$ cat src/rtl/adc_seq_pkg.sv
package adc_seq_pkg;
  typedef enum logic {
    PWR_DOWN = 1'b0,
    PWR_UP   = 1'b1
  } pwr_e;
endpackage

$ cat src/rtl/adc_start_sync.sv
module adc_start_sync #(
  parameter int STAGES = 2
) (
  input  logic clk_i,
  input  logic rst_ni,
  input  logic async_i,
  output logic level_o,
  output logic rise_o
);
  logic [STAGES-1:0] chain_q;
  logic              prev_q;

  generate
    if (STAGES == 1) begin : g_one
      always_ff @(posedge clk_i or negedge rst_ni)
        if (!rst_ni) chain_q <= '0;
        else         chain_q <= async_i;
    end else begin : g_many
      always_ff @(posedge clk_i or negedge rst_ni)
        if (!rst_ni) chain_q <= '0;
        else         chain_q <= {chain_q[STAGES-2:0], async_i};
    end
  endgenerate

  always_ff @(posedge clk_i or negedge rst_ni)
    if (!rst_ni) prev_q <= 1'b0;
    else         prev_q <= chain_q[STAGES-1];

  assign level_o = chain_q[STAGES-1];
  assign rise_o  = level_o & ~prev_q;

  p_rise_single_r2: assert property (@(posedge clk_i) disable iff (!rst_ni)
    rise_o |=> !rise_o);
endmodule

$ cat src/rtl/adc_pwrup_timer.sv
module adc_pwrup_timer #(
  parameter int PULSE_CYCLES = 125
) (
  input  logic clk_i,
  input  logic rst_ni,
  input  logic trig_i,
  output logic pulse_o
);
  localparam int CNT_W = $clog2(PULSE_CYCLES + 1);

  logic [CNT_W-1:0] cnt_q;

  always_ff @(posedge clk_i or negedge rst_ni)
    if (!rst_ni)            cnt_q <= '0;
    else if (trig_i)        cnt_q <= CNT_W'(PULSE_CYCLES);
    else if (cnt_q != '0)   cnt_q <= cnt_q - CNT_W'(1);

  assign pulse_o = (cnt_q != '0);

  p_pulse_restart_r2: assert property (@(posedge clk_i) disable iff (!rst_ni)
    trig_i |=> pulse_o);
  p_pulse_full_r2: assert property (@(posedge clk_i) disable iff (!rst_ni)
    $fell(pulse_o) |-> ($past(cnt_q) == CNT_W'(1)) && !$past(trig_i));
endmodule

$ cat src/rtl/adc_conv_ctrl.sv
module adc_conv_ctrl
  import adc_seq_pkg::*;
#(
  parameter int CONV_CYCLES = 20,
  parameter int DATA_W      = 8
) (
  input  logic              clk_i,
  input  logic              rst_ni,
  input  logic              level_i,
  input  logic              rise_i,
  input  logic              pulse_i,
  input  logic [DATA_W-1:0] data_i,
  output logic              trig_o,
  output logic              busy_o,
  output logic              pwr_up_o,
  output logic [DATA_W-1:0] data_o
);
  localparam int CW = (CONV_CYCLES > 1) ? $clog2(CONV_CYCLES) : 1;

  logic              armed_q;
  logic              busy_q;
  logic [CW-1:0]     cnt_q;
  pwr_e              pwr_q;
  logic [DATA_W-1:0] res_q;
  logic              gated;
  logic              go;
  logic              done;

  // edges during a conversion are dropped
  assign trig_o = rise_i & ~busy_q;
  assign gated  = level_i | pulse_i;
  assign go     = armed_q & ~gated & ~busy_q;
  assign done   = busy_q & (cnt_q == '0);

  always_ff @(posedge clk_i or negedge rst_ni)
    if (!rst_ni) begin
      armed_q <= 1'b0;
      busy_q  <= 1'b0;
      cnt_q   <= '0;
      pwr_q   <= PWR_DOWN;
      res_q   <= '0;
    end else begin
      if (trig_o) begin
        armed_q <= 1'b1;
        pwr_q   <= PWR_UP;
      end
      if (go) begin
        armed_q <= 1'b0;
        busy_q  <= 1'b1;
        cnt_q   <= CW'(CONV_CYCLES - 1);
      end else if (done) begin
        busy_q  <= 1'b0;
        res_q   <= data_i;
        armed_q <= level_i;            // still high: next fall converts, no warm-up
        pwr_q   <= level_i ? PWR_UP : PWR_DOWN;
      end else if (busy_q) begin
        cnt_q   <= cnt_q - CW'(1);
      end
    end

  assign busy_o   = busy_q;
  assign pwr_up_o = (pwr_q == PWR_UP);
  assign data_o   = res_q;

  // independent run-length monitor
  int unsigned run_len_q;
  always_ff @(posedge clk_i or negedge rst_ni)
    if (!rst_ni)     run_len_q <= 0;
    else if (busy_q) run_len_q <= run_len_q + 1;
    else             run_len_q <= 0;

  p_busy_len_r4: assert property (@(posedge clk_i) disable iff (!rst_ni)
    $fell(busy_q) |-> ($past(run_len_q) == CONV_CYCLES - 1));
  p_start_gate_low_r3: assert property (@(posedge clk_i) disable iff (!rst_ni)
    $rose(busy_q) |-> !$past(level_i) && !$past(pulse_i));
  p_latch_on_fall_r5: assert property (@(posedge clk_i) disable iff (!rst_ni)
    $fell(busy_q) |-> res_q == $past(data_i));
  p_hold_result_r5: assert property (@(posedge clk_i) disable iff (!rst_ni)
    !$fell(busy_q) |-> $stable(res_q));
  p_mode_pick_r6: assert property (@(posedge clk_i) disable iff (!rst_ni)
    $fell(busy_q) |-> pwr_up_o == $past(level_i));
  p_busy_awake_r9: assert property (@(posedge clk_i) disable iff (!rst_ni)
    busy_q |-> pwr_up_o && !pulse_i);
  p_no_rearm_r8: assert property (@(posedge clk_i) disable iff (!rst_ni)
    busy_q && $past(busy_q) |-> !armed_q);
endmodule

$ cat src/rtl/adc_start_seq.sv
module adc_start_seq #(
  parameter int CLK_MHZ      = 125,
  parameter int PULSE_CYCLES = CLK_MHZ,   // 1 us warm-up
  parameter int CONV_CYCLES  = 20,
  parameter int DATA_W       = 8,
  parameter int SYNC_STAGES  = 2
) (
  input  logic              clk_i,
  input  logic              rst_ni,
  input  logic              start_i,
  input  logic [DATA_W-1:0] data_i,
  output logic              busy_o,
  output logic              pwr_up_o,
  output logic [DATA_W-1:0] data_o
);
  logic lvl, rise, trig, pulse;

  adc_start_sync #(.STAGES(SYNC_STAGES)) u_sync (
    .clk_i   (clk_i),
    .rst_ni  (rst_ni),
    .async_i (start_i),
    .level_o (lvl),
    .rise_o  (rise)
  );

  adc_pwrup_timer #(.PULSE_CYCLES(PULSE_CYCLES)) u_timer (
    .clk_i   (clk_i),
    .rst_ni  (rst_ni),
    .trig_i  (trig),
    .pulse_o (pulse)
  );

  adc_conv_ctrl #(.CONV_CYCLES(CONV_CYCLES), .DATA_W(DATA_W)) u_ctrl (
    .clk_i    (clk_i),
    .rst_ni   (rst_ni),
    .level_i  (lvl),
    .rise_i   (rise),
    .pulse_i  (pulse),
    .data_i   (data_i),
    .trig_o   (trig),
    .busy_o   (busy_o),
    .pwr_up_o (pwr_up_o),
    .data_o   (data_o)
  );

  p_reset_idle_r1: assert property (@(posedge clk_i) disable iff (!rst_ni)
    $rose(rst_ni) |-> !busy_o);
endmodule

$ cat config.mk
export PLATFORM = sky130hd
export DESIGN_NAME = adc_start_seq
export DESIGN_NICKNAME = d
export VERILOG_FILES = /design/src/rtl/adc_seq_pkg.sv /design/src/rtl/adc_start_sync.sv /design/src/rtl/adc_pwrup_timer.sv /design/src/rtl/adc_conv_ctrl.sv /design/src/rtl/adc_start_seq.sv
export SDC_FILE = /design/constraint.sdc
export NUM_CORES = 1
export LEC_CHECK = 0
export BUFFER_PORTS_ARGS = -buffer_cell sky130_fd_sc_hd__buf_2
export CAP_MARGIN = 25
export CORE_ASPECT_RATIO = 1.2
export CORE_UTILIZATION = 54
export CTS_CLUSTER_DIAMETER = 120
export DETAILED_ROUTE_END_ITERATION = 8
export PLACE_DENSITY = 0.77
export SKIP_LAST_GASP = 1
export SYNTH_ARGS = -nofsm -noshare
export SYNTH_HDL_FRONTEND = slang
export SYNTH_HIERARCHICAL = 1
export SYNTH_SLANG_ARGS = --single-unit
$ cat constraint.sdc
create_clock -name clk_i -period 2.65 [get_ports clk_i]
set_clock_uncertainty 0.05 [all_clocks]
set_input_delay 0.3975 -clock clk_i [delete_from_list [all_inputs] [get_ports clk_i]]
set_output_delay 0.3975 -clock clk_i [all_outputs]
set_load 0.01 [all_outputs]
Yosys cells after proc, flatten, opt, wreduce, memory -nomap -nowiden
Cells that the tools add are included.
Widths: inputs -> output; s select.
{"block": "op_classes", "addsub": 2, "bitwise_logic": 10, "eq_ne": 1, "reduce_logical": 8, "n_mux": 14}
{"cell": "$mux 5", "n": 3}
{"cell": "$mux 7", "n": 2}
{"cell": "$mux 1", "n": 9}
{"cell": "$reduce_bool 7->1", "n": 1}
{"cell": "$sub 7x1->7 const B", "n": 1}
{"cell": "$reduce_bool 2->1", "n": 3}
{"cell": "$and 1x1->1", "n": 5}
{"cell": "$logic_not 5->1", "n": 1}
{"cell": "$sub 5x1->5 const B", "n": 1}
{"cell": "$not 1->1", "n": 4}
{"cell": "$reduce_and 2->1", "n": 2}
{"cell": "$reduce_bool 3->1", "n": 1}
{"cell": "$ne 2x1->1 const B", "n": 1}
{"cell": "$or 1x1->1", "n": 1}
{"block": "word_totals", "out_inout_bits": 10, "wordCells": 43, "in_bits": 11, "ff_bits": 26}

Longest topological paths before layout
Gate-level depths: netlist of run 1.
{"block": "logic_depth", "ltp_word": 7, "mapped_depth": 7}

Cells and area by module
The synthesis of run 1 kept the hierarchy.
{"module": "adc_conv_ctrl", "n_inst": 1, "cells_per_inst": 56, "area_each_um2": 739.5}
{"module": "adc_pwrup_timer", "n_inst": 1, "cells_per_inst": 41, "area_each_um2": 429.2}
{"module": "adc_start_sync", "n_inst": 1, "cells_per_inst": 4, "area_each_um2": 88.8}

Worst setup path before layout of run 1
Ideal clock, no wire load.
{"block": "synth_timing", "path_kind": "register to register", "startpoint": "reg u_timer.cnt_q[0]", "endpoint": "reg u_ctrl.cnt_q[3]", "t_arrival_ns": 1.660, "n_path_buf": 0, "path_slack_ns": 0.813, "path_stages_with_launch": 8, "period_less_slack_ns": 1.837, "required_time_ns": 2.474, "setup_time_ns": 0.126, "path_cell_list": "dfrtp_1 > inv_1 > ha_1 > nor3b_2 > nand2_1 > nor3b_1 > nor3b_1 > a311o_1"}
{"block": "synth_via", "elab_chain_len": 7}
{"element": "start: declaration", "line": "adc_pwrup_timer.sv:11", "text": "logic [CNT_W-1:0] cnt_q;"}
{"element": "start signal: assignment", "line": "adc_pwrup_timer.sv:15", "text": "else if (trig_i) cnt_q <= CNT_W'(PULSE_CYCLES);"}
{"element": "start signal: assignment", "line": "adc_pwrup_timer.sv:16", "text": "else if (cnt_q != '0) cnt_q <= cnt_q - CNT_W'(1);"}
{"element": "$reduce_bool 7->1 *", "line": "adc_pwrup_timer.sv:18", "text": "assign pulse_o = (cnt_q != '0);"}
{"element": "net pulse", "line": "adc_start_seq.sv:16", "text": "logic lvl, rise, trig, pulse;"}
{"element": "$or 1x1->1 *", "line": "adc_conv_ctrl.sv:31", "text": "assign gated = level_i | pulse_i;"}
{"element": "$not 1->1 *", "line": "adc_conv_ctrl.sv:32", "text": "assign go = armed_q & ~gated & ~busy_q;"}
{"element": "$and 1x1->1 * (2 in a row)", "line": "adc_conv_ctrl.sv:32"}
{"element": "$ne 2x1->1 (no source line) / $reduce_bool 2->1 (equally long branches)"}
{"element": "$reduce_and 2->1 (no source line)"}
{"element": "end signal: assignment", "line": "adc_conv_ctrl.sv:50", "text": "cnt_q <= CW'(CONV_CYCLES - 1);"}
{"element": "end signal: assignment", "line": "adc_conv_ctrl.sv:57", "text": "cnt_q <= cnt_q - CW'(1);"}
{"element": "end: declaration", "line": "adc_conv_ctrl.sv:22", "text": "logic [CW-1:0] cnt_q;"}
The timed path passes the listed nets; every way through them passes the cells marked *.
A chain may end at the register's enable or synchronous reset.

Final worst setup path of run 1
{"block": "layout_timing", "startpoint": "reg u_ctrl.cnt_q[0]", "endpoint": "reg u_ctrl.res_q[2] (netlist: u_ctrl/data_o[2])"}
{"block": "layout_via", "elab_chain_len": 3}
{"element": "$logic_not 5->1", "line": "adc_conv_ctrl.sv:33", "text": "assign done = busy_q & (cnt_q == '0);"}
{"element": "$and 1x1->1", "line": "adc_conv_ctrl.sv:33"}
{"element": "$reduce_and 2->1 (no source line)"}
{"element": "end signal: assignment", "line": "adc_conv_ctrl.sv:53", "text": "res_q <= data_i;"}
{"element": "end: declaration", "line": "adc_conv_ctrl.sv:24", "text": "logic [DATA_W-1:0] res_q;"}
No other way between the ends.

==> results by group, run 1 <==
Timing
  – Final setup viols: 0
  – Fin Hold WS: 0.00715 ns
  – Final Hold Viols: 0
  – F_max: just under 500 MHz
  – Tcrit/Tclk final: 0.771
  – Post-layout minimum cycle time: around 2.0 ns
  – Worst slew margin: 0.551
  – Final setup margin: about 0.6 ns
  – RSZ-0062 raised after global routing: false
  – Max-slew violation count: 0
  – Setup TNS: 0 ns
  – Worst slew pin tran: 0.672 ns

Die
  – Die Ht: 54.9 um
  – Initial Util: 0.594
  – Row cnt: 18
  – Die Area: 2530 um^2
  – I/O Pins: 21
  – Core area: approximately 2100 um^2
  – Die X: 46.1 um

Synth
  – Top_reg_cell synth: dfrtp_1
  – Share of the synthesized area in the top cell type: 0.517
  – Net Count, Synth: 115
  – Fraction of registers with async set/reset: 1.00
  – Cell taking the most area after synthesis: dfrtp_1
  – Count leader, synth: dfrtp_1
  – Mapped Cells: 101
  – Yosys warnings: 6
  – Yosys cell types: 38
  – Synthesized area: 1260 um^2
  – Top cells by area, synth: dfrtp_1 (52%), mux2_4 (9.6%), mux2i_1 (3.2%)
  – Post-synth EDFFs: 0
  – Synthesized flop and latch total: 26
  – Register area share after synthesis: 0.517
  – Syn_area_per_cell: 12.5 um^2
  – Post-synth top cells: dfrtp_1 (26), mux2_4 (8), inv_1 (6), nor2_1 (5), nor2b_1 (5)

Route
  – WL final: 2240 um
  – WL per Instance: ~15 um
  – Starting DRT DRC Count: 8
  – Antenna-violating nets left: 0
  – Vias post-DR: 847
  – DRC: 0
  – TritonRoute pass-1 iters: 2
  – Vias per cell: roughly 5.5

Power
  – Worst vdd ir: 0.000399 V
  – P per Cell Area: roughly 600 nW/um^2
  – Leak Pwr: 0.000674 uW
  – Total power: 858 uW

Worst setup path
  – Startpoint Class: flop
  – Crit Path Class: flop to flop
  – WP data arrival: 2.20 ns
  – Crit path required time: 2.81 ns
  – Worst Setup End Kind: flop
  – CP max FO: 10

Placed design
  – Pre-CTS setup slack: around 0.60 ns
  – DP Wirelength: 1650 um
  – Placed Cells: 149
  – I/O Buffers: 20
  – Final GP Congestion: 0.793

Clock network
  – Post-CTS resize count: 0
  – CTS hold repair buffers: 0
  – Root Buffer: clkbuf_4
  – TritonCTS clock tree: built
  – Num CTS Buffers: 3
  – Worst-Skew Late Latency: 0.31 ns
  – Max clock buf depth: 2
  – CTS clock-pin slew for the worst setup and hold paths: 0.15 ns
  – H-Tree Depth: 1
  – Post-CTS setup buffers: 0
  – CTS Sinks: 26

Final layout
  – Antenna cell count: 0
  – Total Nets Final: 138
  – Non-Filler Instances: 153
  – Layout area overhead: 14.2%
  – Layout cell share with drive strength beyond 1: 0.301

Flow run
  – Max Cap Viol: 0

Global routing
  – Vias in the first global route: 756
  – First-pass GRT wire length: 3390 um
  – Initial antenna violation count: 0
  – Tot GR Track Use: 0.195
  – Gr ovfl total: 0
  – Largest net degree at the start of global routing: 27

Outcome
  – Outcome: complete, no violations

Worst hold path
  – Hold Crit Class: primary input to async pin
==> area by class of cell <==
| class | instances | area, um^2 |
|---|---|---|
| sequential | 26 | 651 |
| multi-input combinational | 66 | 566 |
| clock buffer | 3 | 22.5 |
| tap | 30 | 37.5 |
| clock inverter | 1 | 30.0 |
| fill | 184 | 681 |
| inverter | 6 | 22.5 |
| timing repair buffer | 21 | 108 |
==> worst paths after layout <==
check,startpoint,to,slack [ns],cells past startpoint
max reg2reg,u_ctrl/cnt_q[0],u_ctrl/data_o[2],0.61,5
min,rst_ni,u_ctrl/cnt_q[2],0.007,1
max in group asynchronous,rst_ni,u_ctrl/data_o[2],2.16,1
min in group clk_i,start_i,u_sync/chain_q[0],0.13,1
min reg2reg,u_sync/chain_q[0],u_sync/chain_q[1],0.33,0
max,u_ctrl/cnt_q[0],u_ctrl/data_o[2],0.61,5
==> sequential cells by signal, indices dropped and copies added (netlist names) <==
signal,flops
u_timer/cnt_q,7
u_ctrl/armed_q,1
u_sync/prev_q,1
u_ctrl/pwr_up_o,1
u_ctrl/cnt_q,5
u_sync/chain_q,2
u_ctrl/data_o,8
u_ctrl/busy_o,1
==> critical path, stage by stage (launching register included) <==
cell and delay, ns:
dfrtp_1 0.41, inv_1 0.08, ha_1 0.20, nand2_1 0.10, or4_1 0.69, mux2_4 0.40
==> cell usage in the layout (no fill, tap or decap), types with 2 or more instances in the layout <==
cell type,count
a21o_1,3
a21oi_1,3
buf_2,20
clkbuf_4,3
dfrtp_1,26
ha_1,3
inv_1,6
mux2_4,8
mux2i_1,4
nand2_1,2
nand2b_1,2
nor2_1,5
nor2b_1,5
nor3b_1,3
nor4b_1,2
o21ai_0,2
or3_1,2
or4_1,3
==> metal layers <==
metal | up-vias | global-route usage | wire length, um
li1 | 413 | - | -
met1 | 427 | 0.234 | 963
met2 | 5 | 0.336 | 1210
met3 | 2 | 0.0363 | 39
met4 | 0 | 0.0833 | 20
met5 | - | 0 | 0
==> cell families after synthesis <==
logic type / Yosys count / synth area share
buffers and inverters: 9 / 0.0328
adder cells (fa/ha/maj): 3 / 0.0299
AO/OA/AOI/OAI: 18 / 0.109
AND/OR/NAND/NOR: 33 / 0.183
multiplexers: 12 / 0.127
flip-flops: 26 / 0.517
==> report_power, final <==
| part | switching [uW] | internal (uW) | leakage [uW] |
|---|---|---|---|
| combinational | 53.0 | 60.8 | 0.000345 |
| clock | 115 | 153 | 0.0000279 |
| sequential | 44.2 | 432 | 0.000301 |
==> through the flow <==
stage	utilization	cell area, um^2
floorplan	-	1260
global route	0.678	1440
finish	0.678	1440
global placement	0.654	1380
CTS	0.678	1440
detailed placement	0.654	1380
No activity file was read; power rests on OpenSTA's default activity.
==> inputs of run 2 (changes only) <==
--- a/config.mk
+++ b/config.mk
@@ -5,13 +5,14 @@
 export SDC_FILE = /design/constraint.sdc
 export NUM_CORES = 1
 export LEC_CHECK = 0
+export ABC_AREA = 1
 export BUFFER_PORTS_ARGS = -buffer_cell sky130_fd_sc_hd__buf_2
 export CAP_MARGIN = 25
 export CORE_ASPECT_RATIO = 1.2
-export CORE_UTILIZATION = 54
+export CORE_UTILIZATION = 49
 export CTS_CLUSTER_DIAMETER = 120
 export DETAILED_ROUTE_END_ITERATION = 8
-export PLACE_DENSITY = 0.77
+export PLACE_DENSITY = 0.74
 export SKIP_LAST_GASP = 1
 export SYNTH_ARGS = -nofsm -noshare
 export SYNTH_HDL_FRONTEND = slang
==> constraint.sdc (replaced) <==
create_clock -name clk_i -period 1.7 [get_ports clk_i]
set_clock_uncertainty 0.05 [all_clocks]
set_input_delay 0.255 -clock clk_i [delete_from_list [all_inputs] [get_ports clk_i]]
set_output_delay 0.255 -clock clk_i [all_outputs]
set_load 0.01 [all_outputs]
==> results by group, run 2 <==
Final layout
  – Number of flip-flops in the largest register: 8
  – Antenna cell count: 0
  – Most frequent cells in the layout: nand2_1 (49), dfrtp_1 (26), buf_2 (20), inv_1 (17), nand3_1 (11)
  – Non-Filler Instances: 207
  – Most common cell after layout, fill and taps aside: nand2_1
  – Final std cell area, no fill: between 1500 and 2000 um^2
  – Layout cell share with drive strength beyond 1: 0.264
  – Total Nets Final: 189
  – Layout area overhead: 16.8%

Clock network
  – Max clock buf depth: 2
  – CTS Sinks: 26
  – H-Tree Depth: 1
  – Num CTS Buffers: 3
  – Worst-Skew Late Latency: about 0.32 ns
  – Root Buffer: clkbuf_4
  – CTS clock-pin slew for the worst setup and hold paths: 0.14 ns
  – TritonCTS clock tree: built

Route
  – DRC: 0
  – Vias post-DR: 1017
  – TritonRoute pass-1 iters: 4
  – Antenna-violating nets left: 0
  – WL final: 2250 um
  – WL per Instance: 10.9 um
  – Vias per cell: 4.91
  – Starting DRT DRC Count: 23

Global routing
  – Gr ovfl total: 0
  – Tot GR Track Use: 0.186
  – Initial antenna violation count: 0
  – Vias in the first global route: 989
  – First-pass GRT wire length: about 4000 um
  – Largest net degree at the start of global routing: 27

Placed design
  – Final GP Congestion: 0.739
  – Placed Cells: 200
  – DP Wirelength: 1740 um
  – DP Area: 1430 um^2
  – I/O Buffers: 20

Timing
  – RSZ-0062 raised after global routing: false
  – Tcrit/Tclk final: 0.927
  – Post-layout minimum cycle time: ~1.6 ns
  – F_max: about 630 MHz
  – Final setup viols: 0
  – Fin Hold WS: 0.0649 ns
  – Setup TNS: 0 ns
  – Worst slew margin: 0.618
  – Final Hold Viols: 0
  – Worst slew pin tran: 0.573 ns
  – Max-slew violation count: 0

Synth
  – Register area share after synthesis: 0.505
  – Top cells by area, synth: dfrtp_1 (51%), nand2_1 (14%), inv_1 (5.0%)
  – Syn_area_per_cell: roughly 8.8 um^2
  – Net Count, Synth: 160
  – Share of the synthesized area in the top cell type: 0.505
  – Mapped Cells: 146
  – Synthesized flop and latch total: 26
  – Top_reg_cell synth: dfrtp_1
  – Post-synth EDFFs: 0
  – Yosys warnings: 6
  – Synthesized area: around 1300 um^2
  – Fraction of registers with async set/reset: 1.00
  – Count leader, synth: nand2_1
  – Cell taking the most area after synthesis: dfrtp_1
  – Yosys cell types: 21
  – Post-synth top cells: nand2_1 (49), dfrtp_1 (26), inv_1 (17), nand3_1 (11), nor2_1 (10)

Worst setup path
  – CP dominant cell by count: inv_1
  – Startpoint Class: flop
  – Slowest cell delay on critical path: 0.42 ns
  – CP Cell Sequence: inv_1, ha_1, inv_1, nor2_4, nand3_4, inv_1, nand3_1, nor2_2, nor2_1, nand2_1, nand2_1
  – CP max FO: 3
  – Worst Setup End Kind: flop
  – Crit Path Class: flop to flop
  – WP data arrival: 1.76 ns
  – CP delay by family, top: simple AND/OR/NAND/NOR gates
  – Buf/Inv on CP: 3
  – Worst reg2reg setup slack: about 0.12 ns
  – Slowest cell on crit path: dfrtp_1
  – Crit path required time: approximately 1.9 ns

Die
  – I/O Pins: 21
  – Die Area: ~2800 um^2
  – Core area: about 2500 um^2
  – Die Ht: 58.2 um
  – Initial Util: 0.515
  – Die X: 48.8 um
  – Row cnt: 20

Power
  – Worst vdd ir: ~0.00065 V
  – Total power: 1250 uW
  – Leak Pwr: 0.000759 uW
  – P per Cell Area: roughly 830 nW/um^2

Worst hold path
  – Hold Crit Class: primary input to flop

Flow run
  – Max Cap Viol: 0

Outcome
  – Outcome: complete, no violations
run 2: cell types whose count changed in the layout (fill, tap and decap cells not counted), sizes merged, moves of 3 or more:
cell	previous run	this run
nand2	2	52
inv	6	19
nand3	1	13
nor2	5	15
mux2	8	0
o21ai	2	9
nor2b	6	0
mux2i	4	0
nand4	0	4
nor3b	4	0
a21o	3	0
or4	3	0
run 2: path summary, 6_finish.rpt:
| check | from | end | cells after the start |
|---|---|---|---|
| min reg2reg | u_sync/chain_q[0] | u_sync/chain_q[1] | 0 |
| min | data_i[4] | u_ctrl/data_o[4] | 3 |
| max | u_timer/cnt_q[1] | u_ctrl/cnt_q[3] | 11 |
| max in group asynchronous | rst_ni | u_timer/cnt_q[1] | 2 |
| min in group asynchronous | rst_ni | u_ctrl/cnt_q[2] | 2 |
| max reg2reg | u_timer/cnt_q[1] | u_ctrl/cnt_q[3] | 11 |
run 2: timing repair:
action                                 CTS  global route
gates resized for setup                  0             2
endpoints found under the hold margin   27             0
hold buffers                             2             0
setup endpoints to repair                0             1
setup buffers                            0             1
run 2: kinds of logic after synthesis:
kind of cell | after synthesis | share of synthesized area
AOI/OAI and AO/OA | 11 | 0.0544
xor gates and xnor gates | 1 | 0.00680
adders and majority gates | 3 | 0.0292
buffers and inverters | 21 | 0.0671
DFF | 26 | 0.505
and+or+nand+nor | 84 | 0.337
run 2: per-stage QoR:
stage                util  worst slack, ns
finish              0.601            0.124
global route        0.601          0.00951
CTS                 0.595            0.102
detailed placement  0.573            0.122
global placement    0.573            0.209
floorplan               -            0.156
run 2: tightest hold or removal path, stage by stage:
cell and delay [ns]:
buf_2 0.07, nand2_1 0.04, nand2_1 0.05
run 2: layout make-up:
cell class                      instances  area (um^2)
Clock buffer                            4         36.3
Fill cell                             224          998
Inverter                               20         75.1
Multi-Input combinational cell         99          558
Sequential cell                        26          651
Tap cell                               33         41.3
Timing Repair Buffer                   25          143
run 2: routing by layer:
metal	track usage	wire, um
met5	0	0
met3	0.0210	80
met1	0.210	1020
met4	0.105	51
met2	0.343	1100
run 2: power by group:
group | switching (uW) | internal [uW] | total, uW
clock network | 186 | 131 | 317
logic | 126 | 88.3 | 214
registers | 49.7 | 664 | 714
==> inputs of run 3 (changes only) <==
--- a/config.mk
+++ b/config.mk
@@ -9,10 +9,11 @@
 export BUFFER_PORTS_ARGS = -buffer_cell sky130_fd_sc_hd__buf_2
 export CAP_MARGIN = 25
 export CORE_ASPECT_RATIO = 1.2
-export CORE_UTILIZATION = 49
+export CORE_UTILIZATION = 52
+export CTS_BUF_LIST = sky130_fd_sc_hd__clkbuf_8
 export CTS_CLUSTER_DIAMETER = 120
 export DETAILED_ROUTE_END_ITERATION = 8
-export PLACE_DENSITY = 0.74
+export PLACE_DENSITY = 0.77
 export SKIP_LAST_GASP = 1
 export SYNTH_ARGS = -nofsm -noshare
 export SYNTH_HDL_FRONTEND = slang
==> results by group, run 3 (synthesis results as in run 2) <==
Outcome
  – Outcome: complete, no violations

Timing
  – Setup TNS: 0 ns
  – Post-layout minimum cycle time: about 1.6 ns
  – F_max: 636 MHz
  – Final setup margin: 0.129 ns
  – Worst slew pin tran: 0.546 ns
  – Max-slew violation count: 0
  – Worst slew margin: 0.636
  – Final Hold Viols: 0
  – Final setup viols: 0
  – RSZ-0062 raised after global routing: false
  – Tcrit/Tclk final: 0.924

Worst hold path
  – Hold Path Origin: start_i
  – Hold Path End: u_sync/chain_q[0]
  – Hold Crit Class: primary input to flop
  – Cell count of the worst hold path: 1

Power
  – Switching power: 345 uW
  – Comb pwr share: 0.161
  – Power Internal: 908 uW
  – Clk pwr share: 0.268
  – Worst vdd ir: slightly above 0.0005 V
  – Flop pwr share: 0.572
  – P per Cell Area: 836 nW/um^2
  – Leak Pwr: 0.000761 uW
  – Sw frac: 0.275

Worst setup path
  – Crit Path Class: flop to flop
  – CP max FO: 3
  – Worst Setup End Kind: flop
  – R2r endpoint: u_ctrl/cnt_q[3]
  – Reg2reg start: u_timer/cnt_q[1]
  – Worst reg2reg setup slack: 0.13 ns
  – R2R cell count: 11
  – Startpoint Class: flop
  – WP data arrival: ~1.7 ns
  – Crit path required time: 1.80 ns

Die
  – Row cnt: 19
  – I/O Pins: 21
  – Core area: 2310 um^2
  – Die Area: 2680 um^2
  – Die X: 47.4 um
  – Initial Util: 0.558
  – Die Ht: 56.5 um

Clock network
  – H-Tree Depth: 1
  – Max clock buf depth: 2
  – Num CTS Buffers: 3
  – TritonCTS clock tree: built
  – Worst-Skew Late Latency: 0.26 ns
  – Root Buffer: clkbuf_8
  – CTS clock-pin slew for the worst setup and hold paths: 0.08 ns
  – CTS Sinks: 26

Placed design
  – Final GP Congestion: 0.847
  – DP Wirelength: 1690 um
  – Pre-CTS setup slack: around 0.11 ns
  – Placed Cells: 198
  – I/O Buffers: 20

Global routing
  – Initial antenna violation count: 0
  – First-pass GRT wire length: 3950 um
  – Gr ovfl total: 0
  – Tot GR Track Use: 0.204
  – Largest net degree at the start of global routing: 27
  – Vias in the first global route: 964

Final layout
  – Fill count: between 150 and 200
  – Non-Filler Instances: 204
  – Reg area: 651 um^2
  – Most frequent cells in the layout: nand2_1 (49), dfrtp_1 (26), buf_2 (20), inv_1 (17), nand3_1 (11)
  – Number of flip-flops in the largest register: 8
  – Layout cell share with drive strength beyond 1: 0.266
  – Most common cell after layout, fill and taps aside: nand2_1
  – Multi-input gate area: between 500 and 600 um^2
  – Antenna cell count: 0
  – Total Nets Final: 189
  – Layout area overhead: 16.4%

Route
  – DRC: 0
  – Starting DRT DRC Count: 27
  – Vias per cell: 5.00
  – WL final: 2230 um
  – Vias post-DR: ~1000
  – WL per Instance: 10.9 um
  – Antenna-violating nets left: 0
  – TritonRoute pass-1 iters: 4

Flow run
  – Max Cap Viol: 0
==> run 3: cell type report <==
cell class | count | share of cell area
sequential | 26 | 0.434
multi-input combinational | 99 | 0.369
timing repair buffer | 25 | 0.0935
inverter | 20 | 0.0501
clock buffer | 3 | 0.0275
tap | 31 | 0.0259
==> run 3: through the flow <==
stage | power (uW) | hold WS [ns] | utilization | cell area, um^2
6_report | 1250 | 0.0419 | 0.650 | 1500
5_1_grt | 1320 | 0.0332 | 0.650 | 1500
4_1_cts | 1250 | 0.0370 | 0.642 | 1480
3_5_place_dp | 916 | 0.232 | 0.620 | 1430
3_3_place_gp | 905 | 0.226 | 0.620 | 1430
2_1_floorplan | 854 | -0.0906 | - | 1290
==> run 3: how the worst max path moves through the flow <==
stage	to	cells past startpoint	from	slack, ns
3_3_place_gp	u_ctrl/cnt_q[3]	11	u_timer/cnt_q[1]	0.21
4_1_cts	u_ctrl/cnt_q[3]	11	u_timer/cnt_q[1]	0.10
6_report	u_ctrl/cnt_q[3]	11	u_timer/cnt_q[1]	0.13
3_5_place_dp	u_ctrl/cnt_q[3]	11	u_timer/cnt_q[1]	0.11
2_1_floorplan	u_ctrl/cnt_q[3]	11	u_timer/cnt_q[0]	0.16
5_1_grt	u_ctrl/cnt_q[3]	11	u_timer/cnt_q[1]	0.006
==> run 3: repair_timing <==
action / in CTS / in global routing
setup endpoints to repair: 0 / 1
hold endpoints to repair: 26 / 0
hold buffers: 1 / 0
buffers inserted: 0 / 2
gates resized for setup: 0 / 1
==> run 3: power by group through the flow <==
| stage | Clock (uW) | Combinational (uW) | Sequential (uW) |
|---|---|---|---|
| floorplan | 0 | 135 | 719 |
| global placement | 0 | 182 | 724 |
| detailed placement | 0 | 189 | 727 |
| CTS | 342 | 191 | 716 |
| global route | 367 | 234 | 724 |
| finish | 336 | 201 | 716 |
==> run 3: per-layer routing <==
| metal | vias up | wire length [um] | global-route usage |
|---|---|---|---|
| met2 | 30 | 1130 | 0.303 |
| met4 | 0 | 20 | 0.0980 |
| met1 | 478 | 974 | 0.286 |
| met5 | - | 0 | 0 |
| met3 | 2 | 112 | 0.0289 |
| li1 | 509 | - | - |
==> run 3: worst max-delay path: stages, from the launching register on <==
cell,delay [ns]
dfrtp_1,0.41
inv_1,0.09
ha_1,0.16
inv_1,0.05
nor2_2,0.12
nand3_4,0.07
inv_1,0.11
nand3_1,0.09
nor2_2,0.13
nor2_1,0.06
nand2_1,0.06
nand2_1,0.06
